## src/rtl/hilo_pkg.sv

```systemverilog
package hilo_pkg;
  typedef enum logic {
    OP_MUL  = 1'b0,
    OP_DIVU = 1'b1
  } hilo_op_e;
endpackage

```

## src/rtl/hilo_seq.sv

```systemverilog
module hilo_seq #(
  parameter int W = 32
) (
  input  logic clk,
  input  logic rst_n,
  input  logic start_i,
  output logic busy_o,
  output logic done_o,
  output logic load_o,
  output logic step_o,
  output logic last_o
);
  localparam int CW = $clog2(W);
  localparam logic [CW-1:0] LAST_CNT = CW'(W - 1);

  logic [CW-1:0] cnt_q, cnt_d;
  logic          busy_q, busy_d;
  logic          done_q, done_d;

  assign load_o = start_i & ~busy_q;
  assign step_o = busy_q;
  assign last_o = busy_q & (cnt_q == LAST_CNT);

  always_comb begin
    cnt_d  = cnt_q;
    busy_d = busy_q;
    done_d = last_o;
    if (load_o) begin
      cnt_d  = '0;
      busy_d = 1'b1;
    end else if (busy_q) begin
      cnt_d = cnt_q + CW'(1);
      if (last_o) busy_d = 1'b0;
    end
  end

  always_ff @(posedge clk or negedge rst_n) begin
    if (!rst_n) begin
      cnt_q  <= '0;
      busy_q <= 1'b0;
      done_q <= 1'b0;
    end else begin
      cnt_q  <= cnt_d;
      busy_q <= busy_d;
      done_q <= done_d;
    end
  end

  assign busy_o = busy_q;
  assign done_o = done_q;


  start_busy_chk: assert property (@(posedge clk) disable iff (!rst_n)
    load_o |=> busy_o);

  done_after_last_chk: assert property (@(posedge clk) disable iff (!rst_n)
    last_o |=> (done_o && !busy_o));

  done_single_chk: assert property (@(posedge clk) disable iff (!rst_n)
    done_o |=> !done_o);
endmodule

```

## src/rtl/hilo_mul_eng.sv

```systemverilog
module hilo_mul_eng #(
  parameter int W = 32
) (
  input  logic         clk,
  input  logic         rst_n,
  input  logic         load_i,
  input  logic         step_i,
  input  logic [W-1:0] a_i,
  input  logic [W-1:0] b_i,
  output logic [W-1:0] nxt_hi_o,
  output logic [W-1:0] nxt_lo_o
);
  localparam int PW = 2 * W;

  logic [W-1:0]  mcand_q, mcand_d;
  logic [PW-1:0] prod_q, prod_d, prod_step;
  logic [W:0]    sum;
  logic          en;

  assign en = load_i | step_i;

  always_comb begin
    sum       = {1'b0, prod_q[PW-1:W]} + (prod_q[0] ? {1'b0, mcand_q} : '0);
    prod_step = {sum, prod_q[W-1:1]};
    mcand_d   = mcand_q;
    prod_d    = prod_q;
    if (load_i) begin
      mcand_d = a_i;
      prod_d  = {{W{1'b0}}, b_i};
    end else if (step_i) begin
      prod_d = prod_step;
    end
  end

  always_ff @(posedge clk or negedge rst_n) begin
    if (!rst_n) begin
      mcand_q <= '0;
      prod_q  <= '0;
    end else if (en) begin
      mcand_q <= mcand_d;
      prod_q  <= prod_d;
    end
  end

  assign nxt_hi_o = prod_step[PW-1:W];
  assign nxt_lo_o = prod_step[W-1:0];
endmodule

```

## src/rtl/hilo_div_eng.sv

```systemverilog
module hilo_div_eng #(
  parameter int W = 32
) (
  input  logic         clk,
  input  logic         rst_n,
  input  logic         load_i,
  input  logic         step_i,
  input  logic [W-1:0] a_i,
  input  logic [W-1:0] b_i,
  output logic [W-1:0] nxt_rem_o,
  output logic [W-1:0] nxt_quo_o
);
  logic [W-1:0] dvsr_q, dvsr_d;
  logic [W-1:0] rem_q, rem_d, rem_step;
  logic [W-1:0] quo_q, quo_d, quo_step;
  logic [W:0]   shifted;
  logic [W-1:0] diff;
  logic         fits;
  logic         en;

  assign en = load_i | step_i;

  always_comb begin
    shifted  = {rem_q, quo_q[W-1]};
    fits     = (shifted >= {1'b0, dvsr_q});
    diff     = shifted[W-1:0] - dvsr_q;
    rem_step = fits ? diff : shifted[W-1:0];
    quo_step = {quo_q[W-2:0], fits};
    dvsr_d   = dvsr_q;
    rem_d    = rem_q;
    quo_d    = quo_q;
    if (load_i) begin
      dvsr_d = b_i;
      rem_d  = '0;
      quo_d  = a_i;
    end else if (step_i) begin
      rem_d = rem_step;
      quo_d = quo_step;
    end
  end

  always_ff @(posedge clk or negedge rst_n) begin
    if (!rst_n) begin
      dvsr_q <= '0;
      rem_q  <= '0;
      quo_q  <= '0;
    end else if (en) begin
      dvsr_q <= dvsr_d;
      rem_q  <= rem_d;
      quo_q  <= quo_d;
    end
  end

  assign nxt_rem_o = rem_step;
  assign nxt_quo_o = quo_step;


  rem_below_dvsr_chk: assert property (@(posedge clk) disable iff (!rst_n)
    (step_i && !load_i && dvsr_q != '0) |=> (rem_q < dvsr_q));

  zero_dvsr_ones_chk: assert property (@(posedge clk) disable iff (!rst_n)
    (step_i && !load_i && dvsr_q == '0) |=> quo_q[0]);
endmodule

```

## src/rtl/hilo_arith_unit.sv

```systemverilog
module hilo_arith_unit #(
  parameter int W = 32
) (
  input  logic         clk,
  input  logic         rst_n,
  input  logic         start_i,
  input  logic         op_i,
  input  logic [W-1:0] opa_i,
  input  logic [W-1:0] opb_i,
  output logic         busy_o,
  output logic         done_o,
  output logic [W-1:0] hi_o,
  output logic [W-1:0] lo_o
);
  import hilo_pkg::*;

  logic         load, step, last;
  hilo_op_e     op_q, op_d;
  logic [W-1:0] mul_hi, mul_lo, div_rem, div_quo;
  logic [W-1:0] hi_q, hi_d, lo_q, lo_d;

  hilo_seq #(.W(W)) seq_i (
    .clk     (clk),
    .rst_n   (rst_n),
    .start_i (start_i),
    .busy_o  (busy_o),
    .done_o  (done_o),
    .load_o  (load),
    .step_o  (step),
    .last_o  (last)
  );

  hilo_mul_eng #(.W(W)) mul_i (
    .clk      (clk),
    .rst_n    (rst_n),
    .load_i   (load & (op_i == OP_MUL)),
    .step_i   (step & (op_q == OP_MUL)),
    .a_i      (opa_i),
    .b_i      (opb_i),
    .nxt_hi_o (mul_hi),
    .nxt_lo_o (mul_lo)
  );

  hilo_div_eng #(.W(W)) div_i (
    .clk       (clk),
    .rst_n     (rst_n),
    .load_i    (load & (op_i == OP_DIVU)),
    .step_i    (step & (op_q == OP_DIVU)),
    .a_i       (opa_i),
    .b_i       (opb_i),
    .nxt_rem_o (div_rem),
    .nxt_quo_o (div_quo)
  );

  always_comb begin
    op_d = load ? hilo_op_e'(op_i) : op_q;
    hi_d = hi_q;
    lo_d = lo_q;
    if (last) begin
      hi_d = (op_q == OP_MUL) ? mul_hi : div_rem;
      lo_d = (op_q == OP_MUL) ? mul_lo : div_quo;
    end
  end

  always_ff @(posedge clk or negedge rst_n) begin
    if (!rst_n) begin
      op_q <= OP_MUL;
      hi_q <= '0;
      lo_q <= '0;
    end else begin
      if (load) op_q <= op_d;
      if (last) begin
        hi_q <= hi_d;
        lo_q <= lo_d;
      end
    end
  end

  assign hi_o = hi_q;
  assign lo_o = lo_q;


  busy_start_ignored_chk: assert property (@(posedge clk) disable iff (!rst_n)
    (busy_o && start_i) |=> $stable(op_q));

  hi_hold_chk: assert property (@(posedge clk) disable iff (!rst_n)
    !$stable(hi_o) |-> done_o);

  lo_hold_chk: assert property (@(posedge clk) disable iff (!rst_n)
    !$stable(lo_o) |-> done_o);
endmodule

```

## config.mk

```make
export PLATFORM = sky130hd
export DESIGN_NAME = hilo_arith_unit
export DESIGN_NICKNAME = d
export VERILOG_FILES = /design/src/rtl/hilo_pkg.sv /design/src/rtl/hilo_seq.sv /design/src/rtl/hilo_mul_eng.sv /design/src/rtl/hilo_div_eng.sv /design/src/rtl/hilo_arith_unit.sv
export SDC_FILE = /design/constraint.sdc
export NUM_CORES = 1
export LEC_CHECK = 0
export BUFFER_PORTS_ARGS = -buffer_cell sky130_fd_sc_hd__buf_4
export CAP_MARGIN = 25
export CORE_UTILIZATION = 60
export DETAILED_ROUTE_END_ITERATION = 10
export PLACE_DENSITY = 0.76
export SKIP_LAST_GASP = 1
export SLEW_MARGIN = 10
export SYNTH_ARGS = -nofsm -noshare
export SYNTH_HDL_FRONTEND = slang
export SYNTH_SLANG_ARGS = --single-unit
```

## constraint.sdc

```tcl
create_clock -name clk -period 7.1 [get_ports clk]
set_input_delay 0.71 -clock clk [delete_from_list [all_inputs] [get_ports clk]]
set_output_delay 0.71 -clock clk [all_outputs]
set_load 0.05 [all_outputs]
```

==> metrics.txt, run 1 <==
status finished clean; Starting Density 61.64%; Post-synth ARST share 100.0%; CP Max Fanout 33; Post-CTS Hold Buffers 0; Startpoint Class flop; vias in the first global route 11740; max-slew violations 0; Post-synth EDFFs 0; Critical Setup Path Class reg -> reg; fillcell total 1918; Avg WL per Cell 20.31 um; post_cts resized 0; synthesis-to-layout area growth 14.66%; initial antenna violation count 2; Seq. cell area 6610 sq um; CTS Root Cell clkbuf_16; count leader, synth nand2_1; Post-Synthesis Cells 1579; All-Layer GR Usage 33.40%; leakage 7.944 nW; die width 158.0 um; vias per cell 6.131; Max Cap Viol 0; final antenna-violating net count 0; VDD IR max 0.2940 mV; TNS Setup 0 ns; CTS Buffer Depth 3; GRT overflow 0; worst path required time 7.50 ns; sequential fraction of the synthesis area 45.26%; largest net degree at the start of global routing 160; endpoints failing hold 0; final worst path period share 56.83%; Final GP Congestion 0.9746; IO buf count 133; Final nets 1795; Top FF cell, synth dfrtp_1; minimum clock period 4.035 ns; Sink Count 264; post-synth top area cell dfrtp_1; worst rel slew slack 36.87%; area occupied by multi-input gates 7447 sq um; Post-synth top cells 283 x nand2_1, 264 x dfrtp_1, 179 x o21ai_0; I/O pin count 134; Die Y 158.0 um; post-synth top area share 45.26%; WL final 40.62 mm; clock-pin slew on the worst setup and hold paths 0.06 ns; num rows 56; Least-Margin Pin Slew 0.9469 ns; Core ar. 23680 sq um; Final HPWL DP 28.50 mm; largest cells by area after synthesis dfrtp_1 45%, nand2_1 7.3%, o21ai_0 6.1%, ha_1 5.7%, mux2i_1 5.1%; vias 12260; post-synth cell types 59; arrival time at the worst endpoint 4.44 ns; H-tree depth 1; Layout Skew 0.01555 ns; first-pass GRT wire length 63.98 mm; TritonCTS Buffers 28; post-CTS setup buffer count 0; Residual DRC 0; RSZ-0062 raised after global routing no; mapped cell area 14600 sq um; DP Worst Slack 3.087 ns; initial DRC count 994; PD cells 583.7 nW/um^2; CP Capture Type flop; f_max 247.8 MHz; Worst Slack Setup Final 3.065 ns; synthesized flop and latch total 264; Die Area 24960 sq um; Final setup viols 0; Hold WC Path Type in -> async; CTS tree done; Mean Syn Cell Area 9.245 sq um; syn nets 1715; clk_lat worst skew 0.55 ns; Pre-Repair DR Iteration Count 5; layout cell share with drive strength beyond 1 15.23%; n_diodes 0; Yosys Warn Count 0
-- kinds of logic (layout without fill, tap and decap cells) --
kind of cell	count (synthesis)	after routing	share of synthesized area, %
fa+ha+maj	68	68	5.931
compound gates	435	435	18.20
flops	264	264	45.26
simple gates	481	481	14.31
xor+xnor	61	61	3.660
mux	122	122	8.768
buf+inv	148	250	3.883
-- stage by stage --
step | power [W] | hold slack (ns) | cell area [sq um] | cells | util, %
detailed placement | 0.008139 | 0.4717 | 15770 | 1948 | 66.59
finish | 0.009770 | 0.1734 | 16740 | 2000 | 70.67
global route | 0.01041 | 0.2652 | 16740 | 2000 | 70.67
CTS | 0.009720 | 0.2259 | 16740 | 2000 | 70.67
floorplan | 0.006645 | 0.4144 | 14600 | 1579 | -
global placement | 0.008033 | 0.4642 | 15770 | 1948 | 66.59
-- cells in the final DEF (no fill, tap or decap), types with 47 or more instances in the layout --
master and instances:
ha_1 66, o21ai_0 179, nand2_1 282, mux2_2 47
dfrtp_1 263, mux2i_1 75, a21oi_1 83, buf_4 145
nor2_1 64, inv_1 51
-- report_power, final --
| group | total [W] | switching (W) | internal [W] |
|---|---|---|---|
| logic | 0.00546 | 0.00340 | 0.00206 |
| registers | 0.00277 | 0.000552 | 0.00222 |
| clock network | 0.00154 | 0.000623 | 0.000913 |
-- worst paths after layout --
path                                                   from                            to  slack (ns)  cells after the start
worst max-delay path            mul_i.prod_q[0]$_DFFE_PN0P_  mul_i.prod_q[62]$_DFFE_PN0P_        3.06                     12
worst min-delay path                                  rst_n          lo_o[12]$_DFFE_PN0P_        0.17                      1
worst max register to register  mul_i.prod_q[0]$_DFFE_PN0P_  mul_i.prod_q[62]$_DFFE_PN0P_        3.06                     12
worst min register to register         lo_o[27]$_DFFE_PN0P_          lo_o[27]$_DFFE_PN0P_        0.48                      2
max in group asynchronous                             rst_n  div_i.dvsr_q[22]$_DFFE_PN0P_        5.54                      2
min in group clk                                  opb_i[29]  div_i.dvsr_q[29]$_DFFE_PN0P_        0.38                      3
-- per-layer routing --
metal	up-vias	GRT usage (%)	part of all wire, %
met5	-	0	0.057
li1	5713	-	-
met2	444	51.88	45
met1	6040	48.32	44
met3	60	6.515	8.5
met4	4	7.692	2.2
-- registers in the layout (all words and copies together) (netlist names) --
register	flops
seq_i.busy_o	1
lo_o	32
mul_i.prod_q	64
div_i.dvsr_q	32
hi_o	32
div_i.quo_q	32
mul_i.mcand_q	32
div_i.rem_q	32
seq_i.done_o	1
seq_i.cnt_q	5
op_q	1
-- layout make-up --
| cell class | instances | area share [%] |
|---|---|---|
| Timing Repair Buffer | 147 | 6.713 |
| Inverter | 51 | 1.144 |
| Sequential cell | 264 | 39.49 |
| Multi-Input combinational cell | 1167 | 44.49 |
| Clock buffer | 35 | 4.590 |
| Tap cell | 319 | 2.385 |
| Clock inverter | 17 | 1.181 |
-- critical path: stages (launching register included) --
cell and delay (ns):
dfrtp_1 0.94, and2_1 0.24, ha_1 0.29, a21o_1 0.21, a31oi_1 0.18, a32oi_1 0.23, a2111oi_4 0.58, o31a_2 0.25
a31oi_4 0.11, a21bo_1 0.25, a211oi_2 0.21, xor2_1 0.26, o22ai_1 0.13
(Power assumes the default switching activity.)
==> inputs of run 2 (changes only) <==
==> constraint.sdc (replaced) <==
create_clock -name clk -period 4 [get_ports clk]
set_input_delay 0.4 -clock clk [delete_from_list [all_inputs] [get_ports clk]]
set_output_delay 0.4 -clock clk [all_outputs]
set_load 0.05 [all_outputs]
==> run 2 against run 1 <==
Against the previous run: global-route usage increased by 0.27 points; clock skew up 0.0037 ns; critical endpoint is now hi_o[30]$_DFFE_PN0P_; cell count increased by 1.3%; first-iteration DRC count increased by 0.10%; clock power increased by 68%; combinational power increased by 87%; die area unchanged; sequential power increased by 75%; sequential share of layout area down 0.55 points; largest cell class unchanged; fmax grew 11%.
==> metrics.txt, run 2 (synthesized netlist as in run 1, its figures left out) <==
clock-pin slew on the worst setup and hold paths 0.06 ns (about the same); max-slew violations 0 (unchanged); Die Y 158.0 um (unchanged); CTS Buffer Depth 3 (unchanged); largest net degree at the start of global routing 101 (-37%); vias 12170 (-0.73%); post-CTS setup buffer count 0 (unchanged); Starting Density 61.64% (unchanged); critical path buffer and inverter count 2 (+2); f_max 274.8 MHz (+11%); Layout Skew 0.01921 ns (+0.003661 ns); Final GP Congestion 0.9868 (+1.3%); commonest non-fill, non-tap cell in the layout nand2_1; Die Area 24960 sq um (unchanged); CTS tree done; commonest non-fill, non-tap cells in the layout 282 x nand2_1, 263 x dfrtp_1, 179 x o21ai_0, 168 x buf_4, 82 x a21oi_1; IO buf count 133 (unchanged); TritonCTS Buffers 28 (unchanged); TNS Setup 0 ns (unchanged); Hold WS 0.07178 ns (-0.1016 ns); Avg WL per Cell 20.23 um (-0.38%); status finished clean; Least-Margin Pin Slew 1.033 ns (+0.08638 ns); RSZ-0062 raised after global routing no; Core ar. 23680 sq um (unchanged); CP delay by family, top compound AO/OA/AOI/OAI gates; hold path cells 3; GRT overflow 0 (unchanged); first-pass GRT wire length 64.59 mm (+0.95%); initial antenna violation count 0 (-2); most flop-heavy register mul_i.prod_q; Pre-Repair DR Iteration Count 5 (unchanged); Levels on crit path 14 (+2); leakage 8.070 nW (+1.6%); largest stage delay on the critical path 0.45 ns (-0.49 ns); clk_lat worst skew 0.56 ns (about the same); CP Max Fanout 3 (-91%); num rows 56 (unchanged); R2R cell count 14 (+2); Residual DRC 0 (unchanged); vias per cell 6.007 (-2.0%); H-tree depth 1 (unchanged); Final HPWL DP 29.25 mm (+2.6%); VDD IR max 0.6942 mV (+140%); initial DRC count 995 (+0.10%); CP max-delay cell a221oi_2; Max Cap Viol 0 (unchanged); minimum clock period 3.639 ns (-0.3963 ns); CP Cell Sequence inv_1 -> ha_1 -> inv_1 -> fa_1 -> a211oi_1 -> o211ai_1 -> a21oi_2 -> o21ai_0 -> a221oi_2 -> o311a_1 -> o2111ai_1 -> xor2_1 -> nand4_1 -> o211ai_1; CP Capture Type flop; Critical Setup Path Class reg -> reg; PD cells 1036 nW/um^2 (+77%); layout cell share with drive strength beyond 1 16.52% (+1.3 points); arrival time at the worst endpoint 4.11 ns (-0.33 ns); Final nets 1823 (+1.6%); n_diodes 0 (unchanged); endpoints failing hold 0 (unchanged); synthesis-to-layout area growth 16.27%; CTS Root Cell clkbuf_16; final antenna-violating net count 0 (unchanged); final worst path period share 90.97% (+34 points); vias in the first global route 11880 (+1.2%); I/O pin count 134 (unchanged); worst rel slew slack 31.11% (-5.8 points); WL final 40.99 mm (+0.92%); die width 158.0 um (unchanged); max reg flops 64 (unchanged); Hold WC Path Type in -> reg; Startpoint Class flop; Final setup viols 0 (unchanged); Sink Count 264 (unchanged); worst path required time 4.47 ns (-3.03 ns); All-Layer GR Usage 33.67% (+0.27 points)
[run 2: worst register-to-register path, stage by stage, from the launching register on]
cell and delay, ns:
dfrtp_1 0.38, inv_1 0.09, ha_1 0.18, inv_1 0.06
fa_1 0.42, a211oi_1 0.29, o211ai_1 0.20, a21oi_2 0.29
o21ai_0 0.25, a221oi_2 0.45, o311a_1 0.27, o2111ai_1 0.15
xor2_1 0.25, nand4_1 0.15, o211ai_1 0.14
[run 2: stage by stage]
step / worst slack (ns) / total power, W / cell area [sq um] / cells / utilization (%)
final: 0.3610 / 0.01758 / 16970 / 2026 / 71.67
after global routing: 0.04168 / 0.01877 / 16970 / 2026 / 71.67
after CTS: 0.1170 / 0.01744 / 16940 / 2025 / 71.51
after detailed placement: 0.1699 / 0.01479 / 16010 / 1974 / 67.60
after global placement: 0.1212 / 0.01462 / 16010 / 1974 / 67.60
after floorplan: 0.7678 / 0.01180 / 14600 / 1579 / -
[run 2: cell type report]
class | instances | area, sq um
Multi-Input combinational cell | 1167 | 7462
Fill cell | 1883 | 6710
Sequential cell | 264 | 6610
Timing Repair Buffer | 175 | 1394
Clock buffer | 41 | 829.5
Tap cell | 319 | 399.1
Inverter | 51 | 191.4
Clock inverter | 9 | 86.33
[run 2: worst paths after layout]
| check | startpoint | to | slack (ns) |
|---|---|---|---|
| max | div_i.quo_q[31]$_DFFE_PN0P_ | hi_o[30]$_DFFE_PN0P_ | 0.36 |
| min | opb_i[4] | mul_i.prod_q[4]$_DFFE_PN0P_ | 0.07 |
| max reg2reg | div_i.quo_q[31]$_DFFE_PN0P_ | hi_o[30]$_DFFE_PN0P_ | 0.36 |
| min reg2reg | lo_o[6]$_DFFE_PN0P_ | lo_o[6]$_DFFE_PN0P_ | 0.48 |
| max in group asynchronous | rst_n | div_i.rem_q[14]$_DFFE_PN0P_ | 2.50 |
| min in group asynchronous | rst_n | lo_o[11]$_DFFE_PN0P_ | 0.45 |
[run 2: timing repair]
action	in CTS	in global routing
hold endpoints to repair	87	0
gates resized for setup	0	2
hold buffers	1	0
setup endpoints to repair	0	3
[run 2: power by group]
part / total, W / switching, W / internal [W]
Clock: 0.00258 / 0.00109 / 0.00150
Combinational: 0.0102 / 0.00619 / 0.00396
Sequential: 0.00485 / 0.000903 / 0.00394
[run 2: metal layers]
layer	GRT usage, %	part of all wire (%)	vias up
met5	0	0	-
met4	10.03	2.9	0
met3	3.613	5.7	76
met2	51.96	45	389
met1	49.99	46	5960
li1	-	-	5746
==> inputs of run 3 (changes only) <==
--- a/config.mk
+++ b/config.mk
@@ -8,8 +8,10 @@
 export BUFFER_PORTS_ARGS = -buffer_cell sky130_fd_sc_hd__buf_4
 export CAP_MARGIN = 25
 export CORE_UTILIZATION = 60
+export CTS_CLUSTER_DIAMETER = 200
 export DETAILED_ROUTE_END_ITERATION = 10
 export PLACE_DENSITY = 0.76
+export SETUP_SLACK_MARGIN = 0.5
 export SKIP_LAST_GASP = 1
 export SLEW_MARGIN = 10
 export SYNTH_ARGS = -nofsm -noshare
==> run 3 against run 2 <==
Against the previous run: register-to-register slack better by 0.29 ns; die area stayed put; non-clock buffer count is 10 higher; via count is 0.36% higher; flip-flop and latch count stayed put; worst setup slack better by 0.29 ns; combinational power hardly changed; wire length is 1.0% higher; critical path depth stayed put; global-route usage is 0.35 points higher; total power is 1.4% higher; critical endpoint unchanged.
==> metrics.txt, run 3 (synthesized netlist as in run 1, its figures left out) <==
status finished clean; CP Capture Type flop; All-Layer GR Usage 34.02% (+0.35 points); VDD IR max 0.6944 mV (about the same); f_max 298.3 MHz (+8.6%); fillcell total 1869 (-0.74%); I/O pin count 134 (unchanged); worst rel slew slack 28.05% (-3.1 points); vias 12220 (+0.36%); vias per cell 5.997 (-0.18%); Starting Density 61.64% (unchanged); WL final 41.41 mm (+1.0%); commonest non-fill, non-tap cell in the layout nand2_1; CP Max Fanout 3 (unchanged); IO buf count 133 (unchanged); TritonCTS Buffers 28 (unchanged); Die Y 158.0 um (unchanged); area occupied by multi-input gates 7541 sq um (+1.1%); DP Worst Slack 0.1699 ns (unchanged); CTS tree done; Final GP Congestion 0.9868 (unchanged); initial antenna violation count 1 (+1); Avg WL per Cell 20.33 um (+0.48%); layout cell share with drive strength beyond 1 17.69% (+1.2 points); Critical Setup Path Class reg -> reg; PD cells 1042 nW/um^2 (+0.54%); Max Cap Viol 0 (unchanged); uppermost layer routed met5; wl on met1 18.75 mm (-0.45%); met2 wire length 19.00 mm (+2.0%); largest net degree at the start of global routing 101 (unchanged); CTS Buffer Depth 3 (unchanged); Core ar. 23680 sq um (unchanged); max reg flops 64 (unchanged); max-slew violations 0 (unchanged); initial DRC count 1088 (+9.3%); arrival time at the worst endpoint 3.82 ns (-0.29 ns); Final setup viols 0 (unchanged); vias in the first global route 11940 (+0.48%); GRT overflow 0 (unchanged); final design area excluding fillers 17120 sq um (+0.84%); final worst path period share 83.81% (-7.2 points); H-tree depth 1 (unchanged); Sink Count 264 (unchanged); die width 158.0 um (unchanged); Hold WC Path Type in -> reg; Least-Margin Pin Slew 1.064 ns (+0.03099 ns); Final HPWL DP 29.25 mm (unchanged); Final nets 1834 (+0.60%); worst path required time 4.46 ns (about the same); Startpoint Class flop; clk_lat worst skew 0.56 ns (about the same); Pre-Repair DR Iteration Count 6 (+1); clock-pin slew on the worst setup and hold paths 0.06 ns (about the same); Layout Skew 0.02054 ns (+0.001328 ns); minimum clock period 3.352 ns (-0.2867 ns); Die Area 24960 sq um (unchanged); num rows 56 (unchanged); final antenna-violating net count 0 (unchanged); Worst Slack Setup Final 0.6477 ns (+0.2867 ns); RSZ-0062 raised after global routing yes; endpoints failing hold 0 (unchanged); Seq. cell area 6611 sq um (about the same); DR WL met3 2.569 mm (+11%); Residual DRC 0 (unchanged); Post-DP Area 16010 sq um (unchanged); TNS Setup 0 ns (unchanged); first-pass GRT wire length 65.27 mm (+1.1%); n_diodes 0 (unchanged); CTS Root Cell clkbuf_16; leakage 8.134 nW (+0.79%); most flop-heavy register mul_i.prod_q; commonest non-fill, non-tap cells in the layout 282 x nand2_1, 262 x dfrtp_1, 178 x buf_4, 176 x o21ai_0, 81 x a21oi_1; synthesis-to-layout area growth 17.25%; Hold WS 0.07183 ns (+0.00004510 ns)
==> run 3: changes by cell type in the layout (fill, tap and decap cells not counted), sizes merged <==
cell,delta
a21boi,+1
buf,+10
==> run 3: cell type report <==
cell class / count / share of cell area [%]
timing repair buffer: 185 / 8.509
multi-input combinational: 1168 / 44.06
clock buffer: 41 / 4.847
sequential: 264 / 38.63
clock inverter: 9 / 0.5044
inverter: 51 / 1.119
tap: 319 / 2.332
==> run 3: what timing repair did <==
item / in CTS / in global routing
endpoints found under the setup margin: 49 / 21
pin swaps: 3 / 10
cloned: 1 / 0
hold buffers: 1 / 0
gates resized for setup: 7 / 14
hold endpoints to repair: 87 / 0
buffers inserted: 7 / 4
==> run 3: layer usage <==
metal,track usage [%],up-vias
met5,0,-
met4,9.661,2
met3,3.942,75
met2,52.74,395
met1,50.30,5976
li1,-,5767
==> run 3: worst max-delay path, stage by stage, from the launching register on <==
cell and delay (ns):
dfrtp_1 0.38, inv_1 0.09, ha_1 0.18, inv_1 0.06, fa_1 0.43, a211oi_2 0.23, o211ai_1 0.18, a21oi_2 0.25
o21ai_2 0.12, a221oi_2 0.32, o311a_1 0.28, o2111ai_1 0.16, xor2_1 0.29, nand4_1 0.15, o211ai_1 0.14
==> run 3: through the flow <==
stage / cells / util, % / power (W)
after floorplan: 1579 / - / 0.01180
after global placement: 1974 / 67.60 / 0.01462
after detailed placement: 1974 / 67.60 / 0.01479
after CTS: 2033 / 71.89 / 0.01760
after global routing: 2037 / 72.27 / 0.01901
final: 2037 / 72.27 / 0.01783
==> run 3: final timing paths <==
path | slack [ns] | cells after the start | endpoint | from
setup reg to reg | 0.65 | 14 | hi_o[30]$_DFFE_PN0P_ | div_i.quo_q[31]$_DFFE_PN0P_
min in group asynchronous | 0.45 | 2 | lo_o[11]$_DFFE_PN0P_ | rst_n
hold reg to reg | 0.48 | 1 | hi_o[14]$_DFFE_PN0P_ | hi_o[14]$_DFFE_PN0P_
hold / removal | 0.07 | 3 | div_i.dvsr_q[4]$_DFFE_PN0P_ | opb_i[4]
max in group asynchronous | 2.46 | 3 | div_i.rem_q[19]$_DFFE_PN0P_ | rst_n
setup / recovery | 0.65 | 14 | hi_o[30]$_DFFE_PN0P_ | div_i.quo_q[31]$_DFFE_PN0P_
==> run 3: power by group <==
| part | leakage [nW] | switching, W | total (W) | internal [W] |
|---|---|---|---|---|
| Clock | 0.449 | 0.00109 | 0.00258 | 0.00150 |
| Combinational | 4.42 | 0.00632 | 0.0104 | 0.00408 |
| Sequential | 3.27 | 0.000904 | 0.00485 | 0.00395 |
